==> src/rtl/frag_framer.sv <==
module frag_framer #(
  parameter logic [3:0] FMT_VERSION = 4'h1,
  parameter logic [3:0] HDR_MARK    = 4'h5,
  parameter logic [3:0] TRL_MARK    = 4'hA
) (
  input  logic        clk,
  input  logic        rst_n,
  input  logic        start_i,
  input  logic [23:0] trig_i,
  input  logic [11:0] bunch_i,
  input  logic [11:0] src_i,
  input  logic [3:0]  evtype_i,
  input  logic        pl_valid_i,
  input  logic [63:0] pl_data_i,
  input  logic        pl_last_i,
  output logic        pl_ready_o,
  input  logic [7:0]  status_i,
  output logic        out_valid_o,
  output logic [63:0] out_data_o,
  output logic        out_eof_o,
  input  logic        out_ready_i
);

  typedef enum logic [1:0] {S_IDLE, S_HDR, S_BODY, S_TRL} st_t;

  st_t         state;
  logic [63:0] hdr_q;
  logic [23:0] cnt;
  logic [15:0] crc;
  logic [7:0]  stat_q;

  function automatic logic [15:0] crc_step(input logic [15:0] c, input logic [63:0] d);
    logic [15:0] r;
    r = c;
    for (int i = 63; i >= 0; i--)
      r = {r[14:0], 1'b0} ^ ((r[15] ^ d[i]) ? 16'h1021 : 16'h0000);
    return r;
  endfunction

  logic [63:0] trl_base;
  logic [15:0] trl_crc;
  logic        fire;
  logic [15:0] crc_next;

  assign trl_base = {TRL_MARK, 4'h0, cnt + 24'd1, stat_q, 24'h0};
  assign trl_crc  = crc_step(crc, trl_base);

  always_comb begin
    out_valid_o = 1'b0;
    out_data_o  = 64'h0;
    out_eof_o   = 1'b0;
    pl_ready_o  = 1'b0;
    case (state)
      S_HDR: begin
        out_valid_o = 1'b1;
        out_data_o  = hdr_q;
      end
      S_BODY: begin
        out_valid_o = pl_valid_i;
        out_data_o  = pl_data_i;
        pl_ready_o  = out_ready_i;
      end
      S_TRL: begin
        out_valid_o = 1'b1;
        out_data_o  = {trl_base[63:16], trl_crc};
        out_eof_o   = 1'b1;
      end
      default: ;
    endcase
  end

  assign fire     = out_valid_o & out_ready_i;
  assign crc_next = crc_step(crc, out_data_o);

  always_ff @(posedge clk) begin
    if (!rst_n) begin
      state  <= S_IDLE;
      hdr_q  <= 64'h0;
      cnt    <= 24'h0;
      crc    <= 16'hFFFF;
      stat_q <= 8'h0;
    end else begin
      case (state)
        S_IDLE: if (start_i) begin
          hdr_q <= {HDR_MARK, FMT_VERSION, trig_i, bunch_i, src_i, evtype_i, 4'h0};
          cnt   <= 24'h0;
          crc   <= 16'hFFFF;
          state <= S_HDR;
        end
        S_HDR: if (fire) begin
          cnt   <= cnt + 24'd1;
          crc   <= crc_next;
          state <= S_BODY;
        end
        S_BODY: if (fire) begin
          cnt <= cnt + 24'd1;
          crc <= crc_next;
          if (pl_last_i) begin
            stat_q <= status_i;
            state  <= S_TRL;
          end
        end
        S_TRL: if (fire) state <= S_IDLE;
        default: state <= S_IDLE;
      endcase
    end
  end

  // upstream is never told to advance while downstream stalls
  a_r9_ready_follows: assert property (@(posedge clk) disable iff (!rst_n)
    pl_ready_o |-> out_ready_i);

  // a stalled header or trailer is held unchanged
  a_r9_hold_word: assert property (@(posedge clk) disable iff (!rst_n)
    (out_valid_o && !out_ready_i && state != S_BODY) |=> (out_valid_o && $stable(out_data_o)));

  // nothing is offered right after the trailer leaves
  a_r10_idle_after_eof: assert property (@(posedge clk) disable iff (!rst_n)
    (out_valid_o && out_ready_i && out_eof_o) |=> !out_valid_o);

  // a strobe during the payload phase does not restart the header
  a_r8_start_ignored: assert property (@(posedge clk) disable iff (!rst_n)
    (state == S_BODY && start_i && !(fire && pl_last_i)) |=> (state == S_BODY));

  // the trailer always counts at least header and trailer
  a_r4_min_length: assert property (@(posedge clk) disable iff (!rst_n)
    (out_valid_o && out_eof_o) |-> (out_data_o[63:60] == TRL_MARK && out_data_o[55:32] >= 24'd3));

  // a header follows an idle strobe one cycle later
  a_r2_header_next: assert property (@(posedge clk) disable iff (!rst_n)
    (state == S_IDLE && start_i) |=> (out_valid_o && !out_eof_o && out_data_o[63:60] == HDR_MARK));

endmodule

==> config.mk <==
export PLATFORM = sky130hd
export DESIGN_NAME = frag_framer
export DESIGN_NICKNAME = d
export VERILOG_FILES = /design/src/rtl/frag_framer.sv
export SDC_FILE = /design/constraint.sdc
export NUM_CORES = 1
export LEC_CHECK = 0
export ABC_AREA = 1
export BUFFER_PORTS_ARGS = -buffer_cell sky130_fd_sc_hd__buf_2
export CAP_MARGIN = 20
export CORE_MARGIN = 4
export CORE_UTILIZATION = 50
export DETAILED_ROUTE_END_ITERATION = 10
export PLACE_DENSITY = 0.77
export SYNTH_ARGS = -nofsm -noshare
export SYNTH_HDL_FRONTEND = slang
export SYNTH_SLANG_ARGS = --single-unit
==> constraint.sdc <==
create_clock -name clk -period 5.66 [get_ports clk]
set_input_delay 1.132 -clock clk [delete_from_list [all_inputs] [get_ports clk]]
set_output_delay 1.132 -clock clk [all_outputs]
set_load 0.02 [all_outputs]
# [Word level (Yosys, flattened, before mapping)]
# Index checks and enable logic that the tools add are counted.
# Widths: inputs -> output; s select.
[totals] register_bits=103 inputBits=130 output_inout_bits=67 wordCells=392
[classes] add_sub_neg=1 n_eq_ne=9 mux=144 bitwise_logic=225 reduce_logical=8
[ops] cell="$xor 16x13->16" n=128
[ops] cell="$mux 13" n=128
[ops] cell="$pmux 64 s3" n=1
[ops] cell="$xor 1x1->1" n=96
[ops] cell="$mux 24" n=2
[ops] cell="$pmux 24 s2" n=1
[ops] cell="$mux 16" n=2
[ops] cell="$pmux 16 s2" n=1
[ops] cell="$add 24x1->24 const B" n=1
[ops] cell="$mux 2" n=5
[ops] cell="$ne 2x2->1 const B" n=5
[ops] cell="$pmux 2 s4" n=1
[ops] cell="$reduce_and 3->1" n=2
[ops] cell="$reduce_and 5->1" n=1
[ops] cell="$eq 2x2->1 const B" n=2
[ops] cell="$reduce_or 2->1" n=2
[ops] cell="$eq 2x1->1 const B" n=1
[ops] cell="$logic_not 2->1" n=1
[ops] cell="$mux 1" n=2
[ops] cell="$ne 2x1->1 const B" n=1
[ops] cell="$pmux 1 s2" n=1
[ops] cell="$reduce_and 2->1" n=1
[ops] cell="$reduce_bool 2->1" n=1
[ops] cell="$and 1x1->1" n=1

# [Depth between registers and ports, before layout]
[logic_depth] ltp_word=355 depth_mapped=53 mapped_depth_nobuf=53

# [Worst setup path after synthesis]
# No wires, ideal clock.
[synth_path] path_type="input-to-reg" from="input port pl_data_i[58]" to="register crc[14]" arrival_time_ns=5.319 t_required_ns=5.545 path_slack_ns=0.226 cell_stages=41 path_cell_list="nand2_1 nor2_1 nand2_1 nand2_1 nand2_1 nand2_1 xor2_1 xor2_2 xnor2_2 xor2_1 nand2_1 nand2_1 nand2_1 nand2_1 nand2_1 nand2_1 nand2_1 nand2_1 (+5 left out) xor2_2 nand2_1 nand2_2 nand2_1 nand2_1 nand3_1 nand2_1 nand2_2 nand2_4 nand2_4 nand2_4 inv_2 nand2_2 nand2_2 nand2_1 nand3_1 nand2_1 nand2_1"
[synth_via] elab_chain_cells=92 word_cells_on_any_way=122 classes_between="mux (33); bitwise (89)"
[synth_rtl] item="start, declared" line="14" text="input logic [63:0] pl_data_i,"
[synth_rtl] item="$pmux 64 s3 *" line="53" text="case (state)"
[synth_rtl] item="named net out_data_o[58]" line="19" text="output logic [63:0] out_data_o,"
[synth_rtl] item="$xor 1x1->1 *" line="36" text="r = {r[14:0], 1'b0} ^ ((r[15] ^ d[i]) ? 16'h1021 : 16'h0000);"
[synth_rtl] item="$mux 13 *" line="36"
[synth_rtl] item="$xor 16x13->16 * (4 in series)" line="36"
[synth_rtl] item="$xor 1x1->1" line="36"
[synth_rtl] item="$mux 13" line="36"
[synth_rtl] item="$xor 16x13->16 * (4 in series)" line="36"
[synth_rtl] item="(+66 left out)"
[synth_rtl] item="$xor 1x1->1" line="36"
[synth_rtl] item="$mux 13" line="36"
[synth_rtl] item="$xor 16x13->16 * (4 in series)" line="36"
[synth_rtl] item="$xor 1x1->1" line="36"
[synth_rtl] item="$mux 13" line="36"
[synth_rtl] item="$xor 16x13->16 * (3 in series)" line="36"
[synth_rtl] item="$mux 16 *" line="90, 95"
[synth_rtl] item="$pmux 16 s2 *" line="83" text="case (state)"
[synth_rtl] item="end signal, assigned" line="92" text="crc <= crc_next;"
[synth_rtl] item="end signal, assigned" line="97" text="crc <= crc_next;"
[synth_rtl] item="end, declared" line="29" text="logic [15:0] crc;"
# Mark *: on every way through the listed nets, which the timed path passes. The rest lies on a longest branch. The select of a mux whose other input is x is not followed.
# A chain may end at the register's enable or synchronous reset.

# [Worst setup path after layout]
[layout_path] from="register cnt[16]" to="output port out_data_o[8]"
[layout_via] elab_chain_cells=80 word_cells_on_any_way=135 classes_between="add/sub (1); mux (46); bitwise (88)"
[layout_rtl] item="start, declared" line="28" text="logic [23:0] cnt;"
[layout_rtl] item="start signal, assigned" line="91" text="cnt <= cnt + 24'd1;"
[layout_rtl] item="start signal, assigned" line="96" text="cnt <= cnt + 24'd1;"
[layout_rtl] item="$add 24x1->24 *" line="45" text="assign trl_base = {TRL_MARK, 4'h0, cnt + 24'd1, stat_q, 24'h0};"
[layout_rtl] item="$xor 1x1->1" line="36"
[layout_rtl] item="$mux 13" line="36"
[layout_rtl] item="$xor 16x13->16 (4 in series)" line="36"
[layout_rtl] item="$xor 1x1->1" line="36"
[layout_rtl] item="$mux 13" line="36"
[layout_rtl] item="$xor 16x13->16 (3 in series)" line="36"
[layout_rtl] item="$xor 16x13->16 *" line="36"
[layout_rtl] item="(+47 left out)"
[layout_rtl] item="$xor 16x13->16 * (4 in series)" line="36"
[layout_rtl] item="$mux 13" line="36"
[layout_rtl] item="$xor 16x13->16 * (4 in series)" line="36"
[layout_rtl] item="$mux 13" line="36"
[layout_rtl] item="$xor 16x13->16 * (4 in series)" line="36"
[layout_rtl] item="$mux 13" line="36"
[layout_rtl] item="$xor 16x13->16 * (4 in series)" line="36"
[layout_rtl] item="$pmux 64 s3 *" line="53"
[layout_rtl] item="end, declared" line="19"
# Mark *: on every way between the ends. The rest lies on a longest branch, timed or not.

==> run metrics <==
die height=160 um; Post-Syn Area per Cell=5.65 um^2; Post-synth EDFFs=0; min Tclk post-route=6.24 ns; Hold Path Stages=2; post-synthesis async set-or-reset flop share=0; met3 Usage GRT=0.0588; xor and xnor fraction of the mapped netlist area=0.117; wire per inst=20.5 um; Via density=6.03; GR met1 Demand/Resource=0.427; top cell type by total area after synthesis=nand2_1; FF-to-FF path depth=45; vias after detailed routing=16800; Worst-Skew Late Latency=0.37 ns; final design utilization=0.813; sequential-to-total area share from yosys stat=0.178; Die W=160 um; placed instance area=14300 um^2; period utilization=1.10; DIE AREA=25600 um^2; Yosys top cell area share=0.249; layer with the highest usage=met2; RSZ-0062 raised after global routing=true; prevailing post-synth register cell=dfxtp_1; Core Area=22700 um^2; post-synthesis cell area=11600 um^2; crit start category=flop; synth top area cells=nand2_1, dfxtp_1, nand3_1; Worst Hold Class=flop to flop; Layout Area Growth over Synthesis=59.6%; initial antenna violation count=0; gr ovfl total=0; FF+latch count, synth=103; number of global-route vias before repair=14100; measured slew at the worst slew-check pin=1.13 ns; crit path max fanout=4; first-pass GRT wire length=71200 um; PortBufs=196; clock-pin transition on the worst setup and hold timing paths=0.09 ns; Post-Synthesis Net Count=2183; met2 Resource Use GR=0.572; CP top delay family=simple AND/OR/NAND/NOR gates; Final WS setup=-0.577 ns; fmax=160 MHz; Clock Skew=0.0131 ns; Placement Rows=55; largest family of logic cells by synthesized area=simple AND/OR/NAND/NOR gates; Crit. path cell count=33; Initial Util=0.509; top cells by count, synth=nand2_1, nand3_1, inv_1; CTS buffer count=9; count of final max-slew check failures=0; Slowest-stage cell, CP=dfxtp_1; Clock Path Buffers=2; Compound-Gate Fraction of Synth Area=0.0997; final antenna-violating net count=0; DP HPWL=36200 um; Simple-Gate Fraction of Synth Area=0.496; First-pass DRT Iterations=11; Synth Area in Adders=0.00649; RePlAce Congestion=1.02; Setup Viol. Count Final=29; status=finished, violations left; initial DRC count=2212; failing checks=DRC, setup timing; max_slew headroom=0.247; critical path class=flop to output port; Mapped Cells=2047; Final nets=2631; H-tree levels=3; I/O pins=197; critical path capture point type=output port; Synth cell types=47; Buf+Inv Stages, Crit Path=5; count leader, synth=nand2_1; mux share of post-synthesis cell area=0; CP arrival=5.10 ns; pin count of the biggest net entering global routing=65; crit-path max cell delay=0.34 ns; post-route DRC violation count=6; share of cells above drive strength 1=0.468; # Max-Cap Violations=0; antenna diode count=0; CTS sink cnt=103; CTS tree=done; Synth Warn #=0; Crit path required time=4.53 ns; hold violation count in the final report=0; GR Util All Layers=0.340; Hold WS=0.464 ns; DRT Wirelength=57200 um; clk root buf=clkbuf_16; design area=18500 um^2; Hold Buf Count CTS=0
[area by class of cell]
| cell class | instances | area [um^2] |
|---|---|---|
| fillers | 1413 | 4260 |
| multi-input cells | 1648 | 11400 |
| clock inverters | 6 | 60.1 |
| well taps | 285 | 357 |
| clock buffers | 10 | 229 |
| flip-flops and latches | 103 | 2100 |
| inverters | 239 | 922 |
| repair buffers | 494 | 3420 |
[cell families (layout without fill, tap and decap cells)]
group	count (synthesis)	after routing
AOI/OAI and AO/OA	200	200
xor gates and xnor gates	130	130
DFF	103	103
buffers and inverters	296	749
adders and majority gates	6	6
and+or+nand+nor	1312	1312
[worst register-to-register path, delay by kind of cell, from the launching register on]
kind	cells	cell delay, ns
XOR/XNOR	1	0.70
buffers and inverters	8	1.01
flip-flops	1	0.40
AND/OR/NAND/NOR	36	3.70
[state kept, by name (all words and copies together), names as in the netlist]
register  flops
hdr_q        53
crc          16
state         2
stat_q        8
cnt          24
[through the flow]
stage	TNS, ns	worst slack (ns)	cells
floorplan	0	0.226	2047
global placement	-0.721	-0.110	2692
detailed placement	-3.41	-0.242	2692
CTS	-0.00960	-0.00876	2735
global route	-19.62	-0.892	2785
finish	-8.91	-0.577	2785
[path summary, 6_finish.rpt]
path	to	startpoint	slack (ns)
worst max-delay path	out_data_o[8]	cnt[16]$_SDFFE_PN0P_	-0.58
worst min-delay path	hdr_q[8]$_SDFFE_PN0P_	hdr_q[8]$_SDFFE_PN0P_	0.46
worst max register to register	crc[12]$_SDFFE_PN1P_	crc[13]$_SDFFE_PN1P_	-0.29
worst min register to register	hdr_q[8]$_SDFFE_PN0P_	hdr_q[8]$_SDFFE_PN0P_	0.46
[routing by layer]
| metal | up-vias | routed length [um] |
|---|---|---|
| met3 | 462 | 6880 |
| li1 | 7362 | - |
| met5 | - | 0 |
| met2 | 1359 | 25800 |
| met4 | 0 | 4780 |
| met1 | 7609 | 19700 |
[timing repair]
item,in CTS,in global routing
endpoints found under the setup margin,26,32
pin swaps,49,222
setup buffers,27,53
gates cloned,0,0
resized for setup,197,625
[cells in the final DEF, fill, tap and decap left out, drive strengths merged]
cell,netlist,final
a211oi,1,1
a21oi,63,63
a22o,9,9
a22oi,3,3
a31oi,14,14
a32o,5,5
a32oi,3,3
buf,17,494
clkbuf,37,10
clkinv,0,2
dfxtp,103,103
ha,6,6
inv,239,243
nand2,848,848
nand3,276,276
nand3b,10,10
nand4,13,13
nor2,158,158
nor3,1,1
o2111ai,1,1
o211ai,10,10
o21ai,88,88
o21bai,2,2
o22ai,1,1
or2,6,6
xnor2,33,33
xor2,97,97
Power is left out: the tool's default activity adds up to more than one toggle a clock period on the data nets, which glitch-free logic cannot reach.
